<file path="config.mk">
export PLATFORM = sky130hd
export DESIGN_NAME = pnp_cfg_fsm
export DESIGN_NICKNAME = d
export VERILOG_FILES = /design/src/rtl/pnp_cfg_pkg.sv /design/src/rtl/pnp_port_dec.sv /design/src/rtl/pnp_iso_seq.sv /design/src/rtl/pnp_rd_mux.sv /design/src/rtl/pnp_cfg_fsm.sv
export SDC_FILE = /design/constraint.sdc
export NUM_CORES = 1
export LEC_CHECK = 0
export CORE_ASPECT_RATIO = 1.5
export CORE_MARGIN = 4
export CORE_UTILIZATION = 43
export DETAILED_ROUTE_END_ITERATION = 16
export DONT_BUFFER_PORTS = 1
export GPL_TIMING_DRIVEN = 1
export MAX_ROUTING_LAYER = met4
export SETUP_SLACK_MARGIN = 0.5
export SLEW_MARGIN = 15
export SYNTH_ARGS = -nofsm -noshare
export SYNTH_HDL_FRONTEND = slang
export SYNTH_SLANG_ARGS = --single-unit
</file>
<file path="constraint.sdc">
create_clock -name clk -period 3.6 [get_ports clk]
set_input_delay 0.72 -clock clk [delete_from_list [all_inputs] [get_ports clk]]
set_output_delay 0.72 -clock clk [all_outputs]
set_load 0.005 [all_outputs]
</file>
<file path="src/rtl/pnp_cfg_pkg.sv">
package pnp_cfg_pkg;

    typedef enum logic [1:0] {
        ST_WFK   = 2'd0,
        ST_SLEEP = 2'd1,
        ST_ISO   = 2'd2,
        ST_CFG   = 2'd3
    } card_st_e;

    localparam logic [7:0] IDX_RDPORT = 8'h00;
    localparam logic [7:0] IDX_ISO    = 8'h01;
    localparam logic [7:0] IDX_CTRL   = 8'h02;
    localparam logic [7:0] IDX_WAKE   = 8'h03;
    localparam logic [7:0] IDX_RES    = 8'h04;
    localparam logic [7:0] IDX_STAT   = 8'h05;
    localparam logic [7:0] IDX_CSN    = 8'h06;
    localparam logic [7:0] IDX_LDN    = 8'h07;

    localparam logic [7:0] ISO_ONE  = 8'h55;
    localparam logic [7:0] ISO_ZERO = 8'hAA;

    typedef struct packed {
        card_st_e   st;
        logic [7:0] ptr;
        logic [7:0] csn;
        logic [7:0] ldn;
        logic [7:0] rdport;
        logic       restore;
    } core_t;

endpackage

</file>
<file path="src/rtl/pnp_port_dec.sv">
module pnp_port_dec #(
    parameter int              ADDR_W     = 16,
    parameter logic [15:0]     PTR_PORT   = 16'h0279,
    parameter logic [15:0]     WDATA_PORT = 16'h0A79
) (
    input  logic [ADDR_W-1:0] bus_addr,
    input  logic              bus_rd,
    input  logic              bus_wr,
    input  logic              bus_aen,
    input  logic [7:0]        rd_base,
    input  logic              wr_allow,
    input  logic              rd_allow,
    output logic              ptr_we,
    output logic              data_we,
    output logic              data_re
);
    localparam logic [ADDR_W-1:0] PTR_A = ADDR_W'(PTR_PORT);
    localparam logic [ADDR_W-1:0] WD_A  = ADDR_W'(WDATA_PORT);

    logic [ADDR_W-1:0] rd_a;
    logic              live;

    always_comb begin
        rd_a    = ADDR_W'({rd_base, 2'b11});
        live    = !bus_aen;
        ptr_we  = live && bus_wr && wr_allow && (bus_addr == PTR_A);
        data_we = live && bus_wr && wr_allow && (bus_addr == WD_A);
        data_re = live && bus_rd && rd_allow && (bus_addr == rd_a);
    end
endmodule

</file>
<file path="src/rtl/pnp_iso_seq.sv">
module pnp_iso_seq #(
    parameter int ID_W = 72
) (
    input  logic            clk,
    input  logic            rst,
    input  logic            clear,
    input  logic            step,
    input  logic [ID_W-1:0] card_id,
    output logic            id_bit,
    output logic            done
);
    localparam int CNT_W = $clog2(ID_W + 1);

    typedef struct packed {
        logic [CNT_W-1:0] cnt;
    } iso_t;

    iso_t iso_q, iso_d;

    always_comb begin
        iso_d = iso_q;
        if (clear) begin
            iso_d.cnt = '0;
        end else if (step && !done) begin
            iso_d.cnt = iso_q.cnt + 1'b1;
        end
    end

    always_ff @(posedge clk) begin
        if (rst) begin
            iso_q <= '0;
        end else begin
            iso_q <= iso_d;
        end
    end

    always_comb begin
        done   = (iso_q.cnt >= CNT_W'(ID_W));
        id_bit = done ? 1'b0 : card_id[iso_q.cnt];
    end
endmodule

</file>
<file path="src/rtl/pnp_rd_mux.sv">
module pnp_rd_mux
    import pnp_cfg_pkg::*;
(
    input  logic [7:0] ptr,
    input  logic       in_iso,
    input  logic       iso_bit,
    input  logic       iso_done,
    input  logic [7:0] csn,
    input  logic [7:0] ldn,
    input  logic       res_valid,
    input  logic [7:0] res_data,
    output logic [7:0] value
);
    always_comb begin
        value = 8'h00;
        case (ptr)
            IDX_ISO: begin
                if (in_iso && !iso_done) begin
                    value = iso_bit ? ISO_ONE : ISO_ZERO;
                end
            end
            IDX_RES:  value = res_valid ? res_data : 8'h00;
            IDX_STAT: value = {7'b0, res_valid};
            IDX_CSN:  value = csn;
            IDX_LDN:  value = ldn;
            default:  value = 8'h00;
        endcase
    end
endmodule

</file>
<file path="src/rtl/pnp_cfg_fsm.sv">
module pnp_cfg_fsm
    import pnp_cfg_pkg::*;
#(
    parameter int          ADDR_W     = 16,
    parameter int          ID_W       = 72,
    parameter logic [15:0] PTR_PORT   = 16'h0279,
    parameter logic [15:0] WDATA_PORT = 16'h0A79
) (
    input  logic              clk,
    input  logic              rst,
    input  logic [ADDR_W-1:0] bus_addr,
    input  logic [7:0]        bus_wdata,
    input  logic              bus_rd,
    input  logic              bus_wr,
    input  logic              bus_aen,
    input  logic              key_hit,
    input  logic [ID_W-1:0]   card_id,
    input  logic [7:0]        res_data,
    input  logic              res_valid,
    output logic              res_ready,
    output logic [7:0]        bus_rdata,
    output logic              bus_rdrive,
    output logic [1:0]        card_state,
    output logic [7:0]        ldev_num,
    output logic              ld_restore
);
    core_t q, d;

    logic       ptr_we, data_we, data_re;
    logic       wr_allow, rd_allow;
    logic       iso_clear, iso_step, iso_bit, iso_done;
    logic [7:0] mux_val;

    assign wr_allow = (q.st != ST_WFK);
    assign rd_allow = (q.st == ST_ISO) || (q.st == ST_CFG);

    pnp_port_dec #(
        .ADDR_W     (ADDR_W),
        .PTR_PORT   (PTR_PORT),
        .WDATA_PORT (WDATA_PORT)
    ) u_dec (
        .bus_addr (bus_addr),
        .bus_rd   (bus_rd),
        .bus_wr   (bus_wr),
        .bus_aen  (bus_aen),
        .rd_base  (q.rdport),
        .wr_allow (wr_allow),
        .rd_allow (rd_allow),
        .ptr_we   (ptr_we),
        .data_we  (data_we),
        .data_re  (data_re)
    );

    pnp_iso_seq #(.ID_W(ID_W)) u_iso (
        .clk     (clk),
        .rst     (rst),
        .clear   (iso_clear),
        .step    (iso_step),
        .card_id (card_id),
        .id_bit  (iso_bit),
        .done    (iso_done)
    );

    pnp_rd_mux u_mux (
        .ptr       (q.ptr),
        .in_iso    (q.st == ST_ISO),
        .iso_bit   (iso_bit),
        .iso_done  (iso_done),
        .csn       (q.csn),
        .ldn       (q.ldn),
        .res_valid (res_valid),
        .res_data  (res_data),
        .value     (mux_val)
    );

    always_comb begin
        d         = q;
        d.restore = 1'b0;
        iso_clear = 1'b0;
        iso_step  = data_re && (q.ptr == IDX_ISO) && (q.st == ST_ISO);

        if (key_hit && (q.st == ST_WFK)) begin
            d.st = ST_SLEEP;
        end

        if (ptr_we) begin
            d.ptr = bus_wdata;
        end

        if (data_we) begin
            case (q.ptr)
                IDX_RDPORT: begin
                    if (q.st == ST_ISO) begin
                        d.rdport = bus_wdata;
                    end
                end
                IDX_CTRL: begin
                    if (bus_wdata[0]) begin
                        d.restore = 1'b1;
                    end
                    if (bus_wdata[2]) begin
                        d.csn    = 8'h00;
                        d.rdport = 8'h00;
                    end
                    if (bus_wdata[1]) begin
                        d.st = ST_WFK;
                    end
                end
                IDX_WAKE: begin
                    if (bus_wdata == q.csn) begin
                        d.st      = (bus_wdata == 8'h00) ? ST_ISO : ST_CFG;
                        iso_clear = 1'b1;
                    end else begin
                        d.st = ST_SLEEP;
                    end
                end
                IDX_CSN: begin
                    if ((q.st == ST_ISO) || (q.st == ST_CFG)) begin
                        d.csn = bus_wdata;
                        d.st  = ST_CFG;
                    end
                end
                IDX_LDN: begin
                    if (q.st == ST_CFG) begin
                        d.ldn = bus_wdata;
                    end
                end
                default: ;
            endcase
        end
    end

    always_ff @(posedge clk) begin
        if (rst) begin
            q <= '{st: ST_WFK, ptr: 8'h00, csn: 8'h00, ldn: 8'h00,
                   rdport: 8'h00, restore: 1'b0};
        end else begin
            q <= d;
        end
    end

    always_comb begin
        bus_rdrive = data_re;
        bus_rdata  = data_re ? mux_val : 8'h00;
        res_ready  = data_re && (q.ptr == IDX_RES) && res_valid;
        card_state = q.st;
        ldev_num   = q.ldn;
        ld_restore = q.restore;
    end
endmodule

</file>
Yosys cells after proc, flatten, opt, wreduce, memory -nomap -nowiden
Cells that the tools add are included.
{"block": "totals", "mem_bits_ro": 0, "inputBits": 111, "latchBits": 0, "ramBits": 0, "n_memories": 0, "reg_bits": 42, "elab_cells": 80, "output_inout_bits": 21}
{"block": "classes", "multipliers": 0, "n_addsub": 1, "shifts": 0, "muxes": 24, "reduce_logical": 28, "n_div": 0, "n_lt_le_gt_ge": 2, "eq_ne": 16, "n_bitwise": 2}
{"cell": "8-bit 2-to-1 mux", "n": 7}
{"cell": "8-bit one-hot mux with 5 select lines", "n": 1}
{"cell": "8-bit by 3-bit equality test with 1-bit output, second input constant", "n": 4}
{"cell": "8-bit one-hot mux with 2 select lines", "n": 2}
{"cell": "16-bit by 10-bit equality test with 1-bit output", "n": 1}
{"cell": "16-bit by 10-bit equality test with 1-bit output, second input constant", "n": 1}
{"cell": "16-bit by 12-bit equality test with 1-bit output, second input constant", "n": 1}
{"cell": "8-bit by 2-bit equality test with 1-bit output, second input constant", "n": 2}
{"cell": "8-bit zero test", "n": 2}
{"cell": "1-bit logical AND", "n": 14}
{"cell": "2-bit 2-to-1 mux", "n": 5}
{"cell": "8-bit by 1-bit equality test with 1-bit output, second input constant", "n": 1}
{"cell": "8-bit equality test", "n": 1}
{"cell": "7-bit by 8-bit < comparator with 1-bit output, second input constant", "n": 1}
{"cell": "4-bit AND reduction", "n": 2}
{"cell": "7-bit by 1-bit adder with 7-bit output, second input constant", "n": 1}
{"cell": "1-bit binary-select mux with 7-bit select", "n": 1}
{"cell": "7-bit greater-or-equal comparator, second input constant", "n": 1}
{"cell": "1-bit 2-to-1 mux", "n": 7}
{"cell": "2-bit one-hot mux with 3 select lines", "n": 1}
{"cell": "2-bit nonzero test", "n": 3}
{"cell": "2-bit equality test, second input constant", "n": 2}
{"cell": "2-bit != test, second input constant", "n": 2}
{"cell": "3-bit AND reduction", "n": 1}
{"cell": "other kinds (7)", "n": 9}

Logic depth before layout (Yosys ltp)
{"block": "logic_depth", "depth_word": 7, "ltp_mapped": 8, "mapped_depth_nobuf": 6}

Cells and area by module
A second synthesis with hierarchy kept.
{"block": "hier_totals", "hier_cells": 317, "area_unflattened_um2": 3088.0}
{"module": "pnp_cfg_fsm", "seq_area_each_um2": 700.7, "cells_per_inst": 175, "area_per_inst_um2": 1661.6, "instances": 1}
{"module": "pnp_iso_seq", "seq_area_each_um2": 140.1, "cells_per_inst": 91, "area_per_inst_um2": 964.7, "instances": 1}
{"module": "pnp_rd_mux", "seq_area_each_um2": 0.0, "cells_per_inst": 29, "area_per_inst_um2": 285.3, "instances": 1}
{"module": "pnp_port_dec", "seq_area_each_um2": 0.0, "cells_per_inst": 22, "area_per_inst_um2": 176.4, "instances": 1}

Worst setup path after synthesis
OpenSTA, ideal clock, no wires.
{"block": "synth_timing", "path_type": "input port to output port", "startpoint": "input bus_addr[10]", "endpoint": "output bus_rdata[0]", "t_arrival_ps": 2480, "n_path_buf": 0, "setup_slack_ps": 400, "required_time_ps": 2880, "path_stages": 5, "path_cell_list": "or4_4 > or4_4 > inv_1 > nand2_1 > o311ai_0"}
{"block": "synth_between", "elab_chain_len": 3}
{"element": "from (decl)", "line_no": "pnp_cfg_fsm.sv:11", "source": "input logic [ADDR_W-1:0] bus_addr,"}
{"element": "16-bit by 10-bit equality test with 1-bit output", "line_no": "pnp_port_dec.sv:28", "source": "data_re = live && bus_rd && rd_allow && (bus_addr == rd_a);"}
{"element": "1-bit logical AND", "line_no": "pnp_port_dec.sv:28"}
{"element": "via bus_rdrive", "line_no": "pnp_cfg_fsm.sv:22", "source": "output logic bus_rdrive,"}
{"element": "8-bit 2-to-1 mux", "line_no": "pnp_cfg_fsm.sv:144", "source": "bus_rdata = data_re ? mux_val : 8'h00;"}
{"element": "to (decl)", "line_no": "pnp_cfg_fsm.sv:21", "source": "output logic [7:0] bus_rdata,"}
The timed path passes the listed nets, and every way through them passes these cells.

Worst setup path in the final report
{"block": "layout_timing", "startpoint": "register u_iso.iso_q[0] (netlist name)", "endpoint": "output bus_rdata[1]"}
{"block": "layout_between", "elab_chain_len": 7, "word_cells_on_any_way": 10, "cone_classes": "1 x order compare; 7 x mux; 2 x reduce/logical"}
{"element": "from (decl)", "line_no": "pnp_iso_seq.sv:18", "source": "iso_t iso_q, iso_d;"}
{"element": "from (signal assigned)", "line_no": "pnp_iso_seq.sv:33", "source": "iso_q <= iso_d;"}
{"element": "1-bit binary-select mux with 7-bit select", "line_no": "pnp_iso_seq.sv:39", "source": "id_bit = done ? 1'b0 : card_id[iso_q.cnt];"}
{"element": "1-bit 2-to-1 mux (implied by the code)", "line_no": "pnp_iso_seq.sv:39"}
{"element": "1-bit 2-to-1 mux", "line_no": "pnp_iso_seq.sv:39"}
{"element": "8-bit 2-to-1 mux", "line_no": "pnp_rd_mux.sv:19", "source": "value = iso_bit ? ISO_ONE : ISO_ZERO;"}
{"element": "8-bit 2-to-1 mux *", "line_no": "pnp_rd_mux.sv:18", "source": "if (in_iso && !iso_done) begin"}
{"element": "8-bit one-hot mux with 5 select lines *", "line_no": "pnp_rd_mux.sv:16", "source": "case (ptr)"}
{"element": "8-bit 2-to-1 mux *", "line_no": "pnp_cfg_fsm.sv:144"}
Every way passes the cells marked *; elsewhere a longest branch is shown, timed or not. The select of a mux whose other input is x is not followed.

==> impl_metrics.env <==
export IMPL_status="finished, final reports clean"
export IMPL_start_util_pct=44.3
export IMPL_fin_crit_sh_pct=93.6
export IMPL_cpMostUsedCell="mux4_2"
export IMPL_synth_edf_count=0
export IMPL_ys_types=54
export IMPL_finalSetupTns_ns=0
export IMPL_p_int_mw=0.635
export IMPL_fmax_mhz=297
export IMPL_layout_setup_ws_ns=0.229
export IMPL_cts_tree="built"
export IMPL_die_w_um=76.9
export IMPL_hold_depth=1
export IMPL_io_pins=132
export IMPL_maxSlewViolCount=0
export IMPL_fp_row_count=37
export IMPL_route_detailed_drc=0
export IMPL_ir_worst_vdd_uv=222
export IMPL_r2r_end="ldev_num[4]$_SDFFE_PP0P_"
export IMPL_worst_slew_pin_slew_ns=0.779
export IMPL_leakage_nw=1.06
export IMPL_avgSynthCellArea_um2=9.16
export IMPL_dieArea_mm2=0.00856
export IMPL_grt_pass1_wl_um=14400
export IMPL_drv_cap=0
export IMPL_hold_path_class="input pin to flop"
export IMPL_io_buffers=0
export IMPL_htree_levels=2
export IMPL_synth_cells=334
export IMPL_grt_ovfl_total=0
export IMPL_die_y_um=111
export IMPL_whs_endpoint="ldev_num[0]$_SDFFE_PP0P_"
export IMPL_grt_max_degree=26
export IMPL_rsz0062_at_grt="true"
export IMPL_combPwrFrac_pct=7.3
export IMPL_cp_arrival_ns=2.65
export IMPL_syn_area_mm2=0.00306
export IMPL_rrSetupSlack_ns=1.05
export IMPL_required_ns=2.88
export IMPL_layout_min_cycle_time_ns=3.37
export IMPL_pwr_share_clk_pct=36.7
export IMPL_reg2regPathDepth=5
export IMPL_crit_buf_inv=1
export IMPL_finClkSkew_ns=0.0155
export IMPL_cpPeakStageDelay_ns=0.53
export IMPL_final_cell_mix="dfxtp_1, nor2_1, xnor2_1"
export IMPL_p_per_area_mw_per_mm2=252
export IMPL_end_kind="primary output"
export IMPL_clock_sinks=42
export IMPL_cts_hold_buf=0
export IMPL_antenna_found_initial=0
export IMPL_ys_seq_elements=42
export IMPL_cts_root_buf="clkbuf_8"
export IMPL_pwr_share_seq_pct=56.1
export IMPL_layout_commonest_cell="dfxtp_1"
export IMPL_p_sw_share_pct=23.5
export IMPL_preCtsSetupSlack_ns=0.212
export IMPL_grt_use_total_pct=21.3
export IMPL_synth_nets=447
export IMPL_yosys_warnings=0
export IMPL_diodes=0
export IMPL_worstSkewPairLatency_ns=0.30
export IMPL_crit_type="flop to primary output"
export IMPL_coreArea_mm2=0.00690
export IMPL_crit_fanout=4
export IMPL_cp_start_kind="flop"
export IMPL_placed_cells=388
export IMPL_fin_cells=404
export IMPL_clk_path_buf_depth=2
export IMPL_vias_per_cell=6.48
export IMPL_cp_top_family="multiplexers"
export IMPL_place_gp_congestion=0.892
export IMPL_finalNetCount=438
export IMPL_ant_nets=0
export IMPL_area_growth_pct=7.48
export IMPL_layout_drive_gt1_share_pct=19.6
export IMPL_cts_made_buffers=5
export IMPL_grt_pass1_vias=2774
export IMPL_r2r_start="q[26]$_SDFFE_PP0P_"
export IMPL_setup_viol=0
export IMPL_cp_slowest_cell="a2111o_1"
export IMPL_path_clk_slew_ns=0.08
export IMPL_power_net_switching_mw=0.195
export IMPL_async_flop_share_pct=0
export IMPL_drt_wl_total_um=8900
export IMPL_slew_headroom_pct=47.6
export IMPL_dr_pass1_iters=4
export IMPL_vias=2616
export IMPL_drtIter0Drc=69
export IMPL_dominantRegCellSynth="dfxtp_1"
export IMPL_hold_viol=0
export IMPL_path_cells="buf_12 -> mux4_2 -> mux4_2 -> nand2_2 -> o211ai_1 -> a2111o_1 -> o21ai_2"
export IMPL_dpl_hpwl_um=7000
export IMPL_ys_seq_area_share_pct=27.5
export IMPL_hold_start="rst"
export IMPL_wl_per_cell_um=22.0
[worst reg2reg max path, cell delays in order (launching register included)]
cell and delay (ns):
dfxtp_1 0.75, and2_0 0.55, and4_1 0.27, and3_1 0.52, mux2i_1 0.27, nor2_1 0.07
[worst max path at each step]
stage	startpoint	endpoint	slack, ns	cells after the start
6_report	u_iso.iso_q[0]$_SDFFE_PP0P_	bus_rdata[1]	0.23	7
5_1_grt	u_iso.iso_q[0]$_SDFFE_PP0P_	bus_rdata[1]	0.13	7
3_5_place_dp	bus_addr[10]	bus_rdata[0]	0.21	5
2_1_floorplan	bus_addr[10]	bus_rdata[0]	0.48	5
4_1_cts	u_iso.iso_q[0]$_SDFFE_PP0P_	bus_rdata[1]	0.22	8
3_3_place_gp	bus_addr[10]	bus_rdata[0]	0.24	5
[metrics by stage]
stage	utilization [%]	hold WS [ns]	area, µm²	total power, mW
5_1_grt	47.7	0.466	3290	0.861
6_report	47.7	0.479	3290	0.830
3_3_place_gp	44.3	0.466	3060	0.535
4_1_cts	46.6	0.475	3220	0.837
2_1_floorplan	-	0.451	3070	0.531
3_5_place_dp	44.3	0.477	3060	0.535
[power by group through the flow]
stage,Sequential [mW],Clock (mW),Combinational (mW)
after floorplan,0.477,0,0.0548
after global placement,0.477,0,0.0576
after detailed placement,0.477,0,0.0578
after CTS,0.466,0.312,0.0591
after global routing,0.466,0.328,0.0669
final,0.466,0.304,0.0603
[layout make-up]
type / instances / area (µm²)
flip-flops and latches: 42 / 845
inverters: 7 / 28.8
multi-input cells: 254 / 2090
fillers: 678 / 3610
well taps: 78 / 97.6
clock buffers: 5 / 68.8
repair buffers: 15 / 140
clock inverters: 3 / 18.8
[Yosys cell counts, types with 8 or more instances]
master	count	area share [%]
dfxtp_1	42	27
nand2_1	15	1.8
mux2i_1	18	5.9
buf_4	10	2.5
a22o_1	15	4.3
a21oi_1	16	2.6
nor2_1	41	5.0
clkbuf_1	16	2.0
nand3_1	8	1.3
nand4_1	11	2.2
xnor2_1	19	5.4
mux4_1	11	9.4
[cell families after synthesis]
family	synth area share, %
compound gates	15.5
xor+xnor	6.01
fa+ha+maj	0.818
buf+inv	6.22
flops	27.5
mux	21.6
simple gates	22.4
[sequential cells by signal (all words and copies together) (netlist names)]
name,cells
ld_restore,1
q,24
card_state,2
ldev_num,8
u_iso.iso_q,7
[routing by layer]
metal | global-route usage (%) | routed length, µm
met1 | 21.6 | 3150
met2 | 38.7 | 4830
met3 | 6.91 | 774
met4 | 5.68 | 141
met5 | - | 0
[what timing repair did]
item	CTS	global route
pin swaps	3	5
buffers inserted	6	2
resized for setup	27	9
endpoints found under the setup margin	9	9
(Power assumes the default switching activity.)
